File: src/rtl/gfsr_pkg.sv
package gfsr_pkg;

    // field degree
    localparam int FLD_M = 163;

    // terms of f(x) below x^FLD_M: x^7 + x^6 + x^3 + 1
    localparam logic [FLD_M-1:0] FLD_LOW = FLD_M'('hC9);

    // degree of the highest set bit of a low-term mask
    function automatic int low_degree(input logic [FLD_M-1:0] mask);
        int d;
        d = 0;
        for (int i = 0; i < FLD_M; i++) begin
            if (mask[i]) d = i;
        end
        return d;
    endfunction

endpackage

File: src/rtl/gfsr_fold.sv
// One reduction pass: multiplies a high slice by the low terms of f(x),
// which is what x^M times that slice becomes modulo f(x).
module gfsr_fold #(
    parameter int          HW  = 8,
    parameter int          M   = 163,
    parameter int          GD  = 7,
    parameter logic [M-1:0] LOW = M'('hC9)
) (
    input  logic [HW-1:0]    hi_i,
    output logic [HW+GD-1:0] fold_o
);

    localparam int OW = HW + GD;

    logic [OW-1:0] acc;

    always_comb begin
        acc = '0;
        for (int t = 0; t <= GD; t++) begin
            if (LOW[t]) acc = acc ^ (OW'(hi_i) << t);
        end
    end

    assign fold_o = acc;

endmodule

File: src/rtl/gfsr_split.sv
// Computes c' = (c_hi * x^M) mod f(x) with one or two XOR folds.
module gfsr_split #(
    parameter int           M   = 163,
    parameter logic [M-1:0] LOW = M'('hC9),
    parameter int           GD  = 7
) (
    input  logic [M-2:0] hi_i,
    output logic [M-1:0] rem_o
);

    localparam int W1 = (M - 1) + GD;   // width after first fold
    localparam int S1 = W1 - M;         // bits spilling above degree M-1

    logic [W1-1:0] f1;

    gfsr_fold #(.HW(M-1), .M(M), .GD(GD), .LOW(LOW)) u_pass1 (
        .hi_i   (hi_i),
        .fold_o (f1)
    );

    generate
        if (S1 > 0) begin : g_two_pass
            localparam int W2 = S1 + GD;
            logic [W2-1:0] f2;

            gfsr_fold #(.HW(S1), .M(M), .GD(GD), .LOW(LOW)) u_pass2 (
                .hi_i   (f1[W1-1:M]),
                .fold_o (f2)
            );

            assign rem_o = f1[M-1:0] ^ M'(f2);
        end else begin : g_one_pass
            assign rem_o = M'(f1);
        end
    endgenerate

endmodule

File: src/rtl/gf163_split_reduce.sv
module gf163_split_reduce #(
    parameter int           M   = gfsr_pkg::FLD_M,
    parameter logic [M-1:0] LOW = gfsr_pkg::FLD_LOW
) (
    input  logic           clk,
    input  logic           rst_n,
    input  logic [2*M-2:0] prod_i,
    output logic [2*M-2:0] split_a_o,
    output logic [2*M-2:0] split_b_o,
    output logic [M-1:0]   red_o
);

    localparam int PW = 2 * M - 1;
    localparam int GD = gfsr_pkg::low_degree(LOW);

    typedef struct packed {
        logic [PW-1:0] split_a;
        logic [PW-1:0] split_b;
        logic [M-1:0]  red;
    } out_t;

    out_t          st_d, st_q;
    logic [M-1:0]  crem;

    gfsr_split #(.M(M), .LOW(LOW), .GD(GD)) u_split (
        .hi_i  (prod_i[PW-1:M]),
        .rem_o (crem)
    );

    always_comb begin
        st_d         = st_q;
        st_d.split_a = {prod_i[PW-1:M], crem};
        st_d.split_b = prod_i;
        st_d.red     = crem ^ prod_i[M-1:0];
    end

    always_ff @(posedge clk) begin
        if (!rst_n) st_q <= '0;
        else        st_q <= st_d;
    end

    assign split_a_o = st_q.split_a;
    assign split_b_o = st_q.split_b;
    assign red_o     = st_q.red;

endmodule

File: config.mk
export PLATFORM = sky130hd
export DESIGN_NAME = gf163_split_reduce
export DESIGN_NICKNAME = d
export VERILOG_FILES = /design/src/rtl/gfsr_pkg.sv /design/src/rtl/gfsr_fold.sv /design/src/rtl/gfsr_split.sv /design/src/rtl/gf163_split_reduce.sv
export SDC_FILE = /design/constraint.sdc
export NUM_CORES = 1
export LEC_CHECK = 0
export ABC_AREA = 1
export BUFFER_PORTS_ARGS = -buffer_cell sky130_fd_sc_hd__buf_4
export CORE_AREA = 3 3 448 450
export CTS_BUF_LIST = sky130_fd_sc_hd__clkbuf_4
export DETAILED_ROUTE_END_ITERATION = 12
export DIE_AREA = 0 0 451 453
export RECOVER_POWER = 50
export SYNTH_ARGS = -nofsm -noshare
export SYNTH_HDL_FRONTEND = slang
export SYNTH_SLANG_ARGS = --single-unit
File: constraint.sdc
create_clock -name clk -period 0.9 [get_ports clk]
set_input_delay 0.045 -clock clk [delete_from_list [all_inputs] [get_ports clk]]
set_output_delay 0.045 -clock clk [all_outputs]
set_load 0.01 [all_outputs]
After elaboration in Yosys (flattened, before gate mapping)
Cells that the tools add are included.
{"block": "word_totals", "elab_cells": 11, "out_inout_bits": 813, "register_bits": 813}
{"block": "classes", "bitwise_logic": 8}
{"operator": "$xor 168x169->169", "n": 1}
{"operator": "$xor 165x168->168", "n": 1}
{"operator": "$xor 162x165->165", "n": 1}
{"operator": "$xor 163x13->163", "n": 1}
{"operator": "$xor 163x163->163", "n": 1}
{"operator": "$xor 12x13->13", "n": 1}
{"operator": "$xor 9x12->12", "n": 1}
{"operator": "$xor 6x9->9", "n": 1}

Depth between registers and ports, before layout
{"block": "logic_depth", "depth_word": 8, "ltp_mapped": 12, "mapped_depth_nobuf": 11}

Cells and area by module
Synthesis repeated with hierarchy kept, for this count alone.
{"block": "hier_totals", "hier_cells": 3877, "hier_area_um2": 29673.5}
{"mod": "gf163_split_reduce", "cells_each": 2512, "n_inst": 1, "area_each_um2": 20835.0}
{"mod": "gfsr_fold (u_split.u_pass1)", "cells_each": 1270, "n_inst": 1, "area_each_um2": 8435.6}
{"mod": "gfsr_split", "cells_each": 65, "n_inst": 1, "area_each_um2": 244.0}
{"mod": "gfsr_fold (u_split.g_two_pass.u_pass2)", "cells_each": 30, "n_inst": 1, "area_each_um2": 158.9}

Worst setup path after synthesis
No wires, ideal clock.
{"block": "synth_path", "path_kind": "input port to flip-flop", "startpoint": "in prod_i[322]", "endpoint": "reg st_q, in the netlist red_o[3]", "setup_time_ns": 0.115, "setup_slack_ns": -0.024, "path_stages": 8, "path_buffers": 1, "arrival_time_ns": 0.809, "required_time_ns": 0.785, "cell_sequence": "buf_6 > inv_2 > nand2_1 > nand2_2 > xor2_1 > nand2_1 > a21oi_1 > nor2_1"}
{"block": "synth_via", "elab_chain_len": 6}
{"element": "from (decl)", "line_no": "gf163_split_reduce.sv:7", "source": "input logic [2*M-2:0] prod_i,"}
{"element": "$xor 168x169->169", "line_no": "gfsr_fold.sv:20", "source": "if (LOW[t]) acc = acc ^ (OW'(hi_i) << t);"}
{"element": "$xor 6x9->9", "line_no": "gfsr_fold.sv:20"}
{"element": "$xor 9x12->12", "line_no": "gfsr_fold.sv:20"}
{"element": "$xor 12x13->13", "line_no": "gfsr_fold.sv:20"}
{"element": "$xor 163x13->163", "line_no": "gfsr_split.sv:31", "source": "assign rem_o = f1[M-1:0] ^ M'(f2);"}
{"element": "$xor 163x163->163", "line_no": "gf163_split_reduce.sv:34", "source": "st_d.red = crem ^ prod_i[M-1:0];"}
{"element": "to (signal assigned)", "line_no": "gf163_split_reduce.sv:39", "source": "else st_q <= st_d;"}
{"element": "to (decl)", "line_no": "gf163_split_reduce.sv:22", "source": "out_t st_d, st_q;"}
No other way between the ends.
A chain may end at the register's enable or synchronous reset.

==> impl_metrics.json <==
{
  "drt-total-wl_um": 197600,
  "synth_seq_area_share": 0.5218,
  "clkPwrFrac": 0.329,
  "rows": 163,
  "required_ns": 1.97,
  "status": "finished with violations",
  "place_ws_ns": -0.7137,
  "synth_seq_cells": 651,
  "dp_cells": 6573,
  "routedWlPerCell_um": 25.44,
  "synthTopCellsByCount": "dfxtp_1 (651), nand2_1 (574), inv_1 (498)",
  "synth_top_cell_by_area": "dfxtp_1",
  "final_cells": 7766,
  "synth_cells": 2789,
  "violations": "setup timing",
  "min_from": "prod_i[307]",
  "synth_most_common_cell": "dfxtp_1",
  "grt_pass1_wl_um": 251200,
  "drv_cap": 0,
  "post-route-util": 0.2709,
  "drtIter0Drc": 2007,
  "fmax_mhz": 516.2,
  "cp-end-kind": "flop",
  "maxSlewViolCount": 0,
  "seq_power_share": 0.378,
  "start_kind": "primary input",
  "synth_edf_count": 0,
  "power.switching_w": 0.03080,
  "intPower_w": 0.06095,
  "tritoncts": "done",
  "ir_drop_uv": 815.3,
  "viasPerCell": 3.612,
  "grt_max_degree": 47,
  "yosys-top-cells-area": "dfxtp_1 (52%), xnor2_1 (11%), nand2_1 (8.6%)",
  "switching_share": 0.3357,
  "cp.arrival_ns": 3.01,
  "finalCritPeriodShare": 2.153,
  "nFillCells": 20725,
  "die_area_sq_um": 204300,
  "start_util": 0.1268,
  "power.leakage_nw": 26.49,
  "slew_headroom": 0.4537,
  "coreArea_sq_um": 197000,
  "firstDrtPassIters": 8,
  "clk_pin_slew_worst_paths_ns": 0.06,
  "antenna_found_initial": 43,
  "cts_max_path_buffers": 3,
  "num_io_pins": 1140,
  "holdPathStages": 6,
  "worstSetupPathType": "primary input to flop",
  "grt_pass1_vias": 28573,
  "portBuffers": 1139,
  "htree_levels": 4,
  "syn2layout_area_growth_pct": 113.7,
  "cts_made_buffers": 203,
  "synth_cell_types": 23,
  "routabilityCongestion": 0.9477,
  "track_usage": 0.1831,
  "clockRootBuffer": "clkbuf_4",
  "syn_avg_cell_area_sq_um": 8.955,
  "cts_sinks": 651,
  "fin_crit_ns": 1.937,
  "power_w": 0.09174,
  "synthArstFlopShare": 0,
  "hpwl_um": 154500,
  "nets": 5291,
  "holdPathEnd": "split_a_o[150]",
  "synth_nets": 3116,
  "syn_area_sq_um": 24980,
  "rsz0062_at_grt": "yes",
  "synth_warnings": 0,
  "drc_errors": 0,
  "crit_fanout": 23,
  "synth.top_cell.area_share": 0.5218,
  "hp-class": "primary input to flop",
  "pwr_density_cell_nw_per_um2": 1719,
  "gr-total-overflow": 0,
  "setup_violations": 1421,
  "p_comb_frac": 0.293,
  "drive_above_1_share": 0.4960,
  "die_w_um": 451,
  "final-hold-violation-count": 0,
  "postRouteAntennaNets": 0,
  "die_h_um": 453,
  "worst_slew_pin_slew_ns": 0.8167,
  "num_vias": 28048,
  "fin_ws_ns": -1.037,
  "synth_flop_cell": "dfxtp_1"
}
area by class of cell:
| class | count | area, sq um | share of cell area |
|---|---|---|---|
| repair buffers | 2345 | 23270 | 0.4360 |
| flip-flops and latches | 651 | 14150 | 0.2650 |
| multi-input cells | 1259 | 8215 | 0.1539 |
| well taps | 2640 | 3303 | 0.06189 |
| clock buffers | 279 | 2095 | 0.03924 |
| inverters | 504 | 1892 | 0.03544 |
| clock inverters | 67 | 396.6 | 0.007431 |
| diodes | 21 | 52.55 | 0.0009846 |
sequential cells by signal, summed over array words and instances (netlist names):
register   count
red_o        163
split_a_o    325
split_b_o    163
through the flow:
| step | instance area (sq um) | setup TNS (ns) | hold WS (ns) |
|---|---|---|---|
| floorplan | 24980 | -0.02317 | 0.1344 |
| global placement | 37970 | -52.19 | 0.2447 |
| detailed placement | 37970 | -53.85 | 0.2534 |
| CTS | 52690 | -936.36 | -0.02015 |
| global route | 53350 | -912.66 | -0.1464 |
| finish | 53370 | -798.32 | 0.02096 |
routing by layer:
layer,GRT usage,vias to the layer above,wire [um]
li1,-,12508,-
met1,0.2078,13442,73250
met2,0.3044,1617,94580
met3,0.06017,477,17730
met4,0.09773,4,11980
met5,0,-,25
critical path, cell delays in order:
cell and delay, ns:
clkbuf_1 0.08, dlygate4sd3_1 0.87, buf_2 0.68, dlygate4sd3_1 0.96
nand2_1 0.17, a22oi_1 0.16
power groups by stage:
| stage | clock network (W) | logic [W] | registers, W |
|---|---|---|---|
| floorplan | 0 | 0.00683 | 0.0347 |
| global placement | 0 | 0.0211 | 0.0341 |
| detailed placement | 0 | 0.0211 | 0.0341 |
| CTS | 0.0318 | 0.0262 | 0.0345 |
| global route | 0.0332 | 0.0284 | 0.0348 |
| finish | 0.0302 | 0.0269 | 0.0347 |
repair_timing:
item,4_1_cts,5_1_grt
gates cloned,0,0
endpoints found under the setup margin,813,1178
resized for setup,1506,243
setup buffers,0,10
hold buffers,824,181
pin swaps,0,51
hold endpoints to repair,651,641
worst max path at each step:
stage / start / end / slack, ns / cells past startpoint
2_1_floorplan: prod_i[322] / red_o[3] / -0.01 / 8
3_3_place_gp: prod_i[309] / split_a_o[146] / -0.69 / 6
3_5_place_dp: prod_i[309] / split_a_o[146] / -0.71 / 6
4_1_cts: split_a_o[164] / split_a_o[164] / -1.27 / 2
5_1_grt: split_a_o[169] / split_a_o[169] / -1.18 / 2
6_report: rst_n / red_o[118] / -1.04 / 6
cells by family (layout without fill, tap and decap cells):
logic type	after synthesis	in the layout	share of synthesized area
buffers and inverters	879	3195	0.1693
DFF	651	651	0.5218
and+or+nand+nor	625	625	0.09638
xor gates and xnor gates	469	469	0.1645
AOI/OAI and AO/OA	165	165	0.04809
other	0	21	0
placed cells by master (no fill, tap or decap), types with 3 or more instances in the layout:
cell,instances
dlygate4sd3_1,815
buf_6,784
buf_4,616
nand2_1,559
dfxtp_2,524
inv_1,490
clkbuf_4,287
xnor2_1,274
xor2_1,154
a22oi_1,135
dfxtp_4,122
buf_12,50
clkinv_1,45
clkbuf_1,31
xnor2_2,27
buf_8,25
nor2_1,24
diode_2,21
nand2_2,19
a22oi_2,15
nand3_1,15
a21oi_1,14
inv_2,13
clkbuf_2,9
clkinv_2,8
xor2_2,7
xnor2_4,7
inv_12,6
nand3b_1,5
dfxtp_1,5
inv_6,4
dlymetal6s4s_1,4
inv_8,3
buf_2,3
Power figures use the tool's default switching activity.
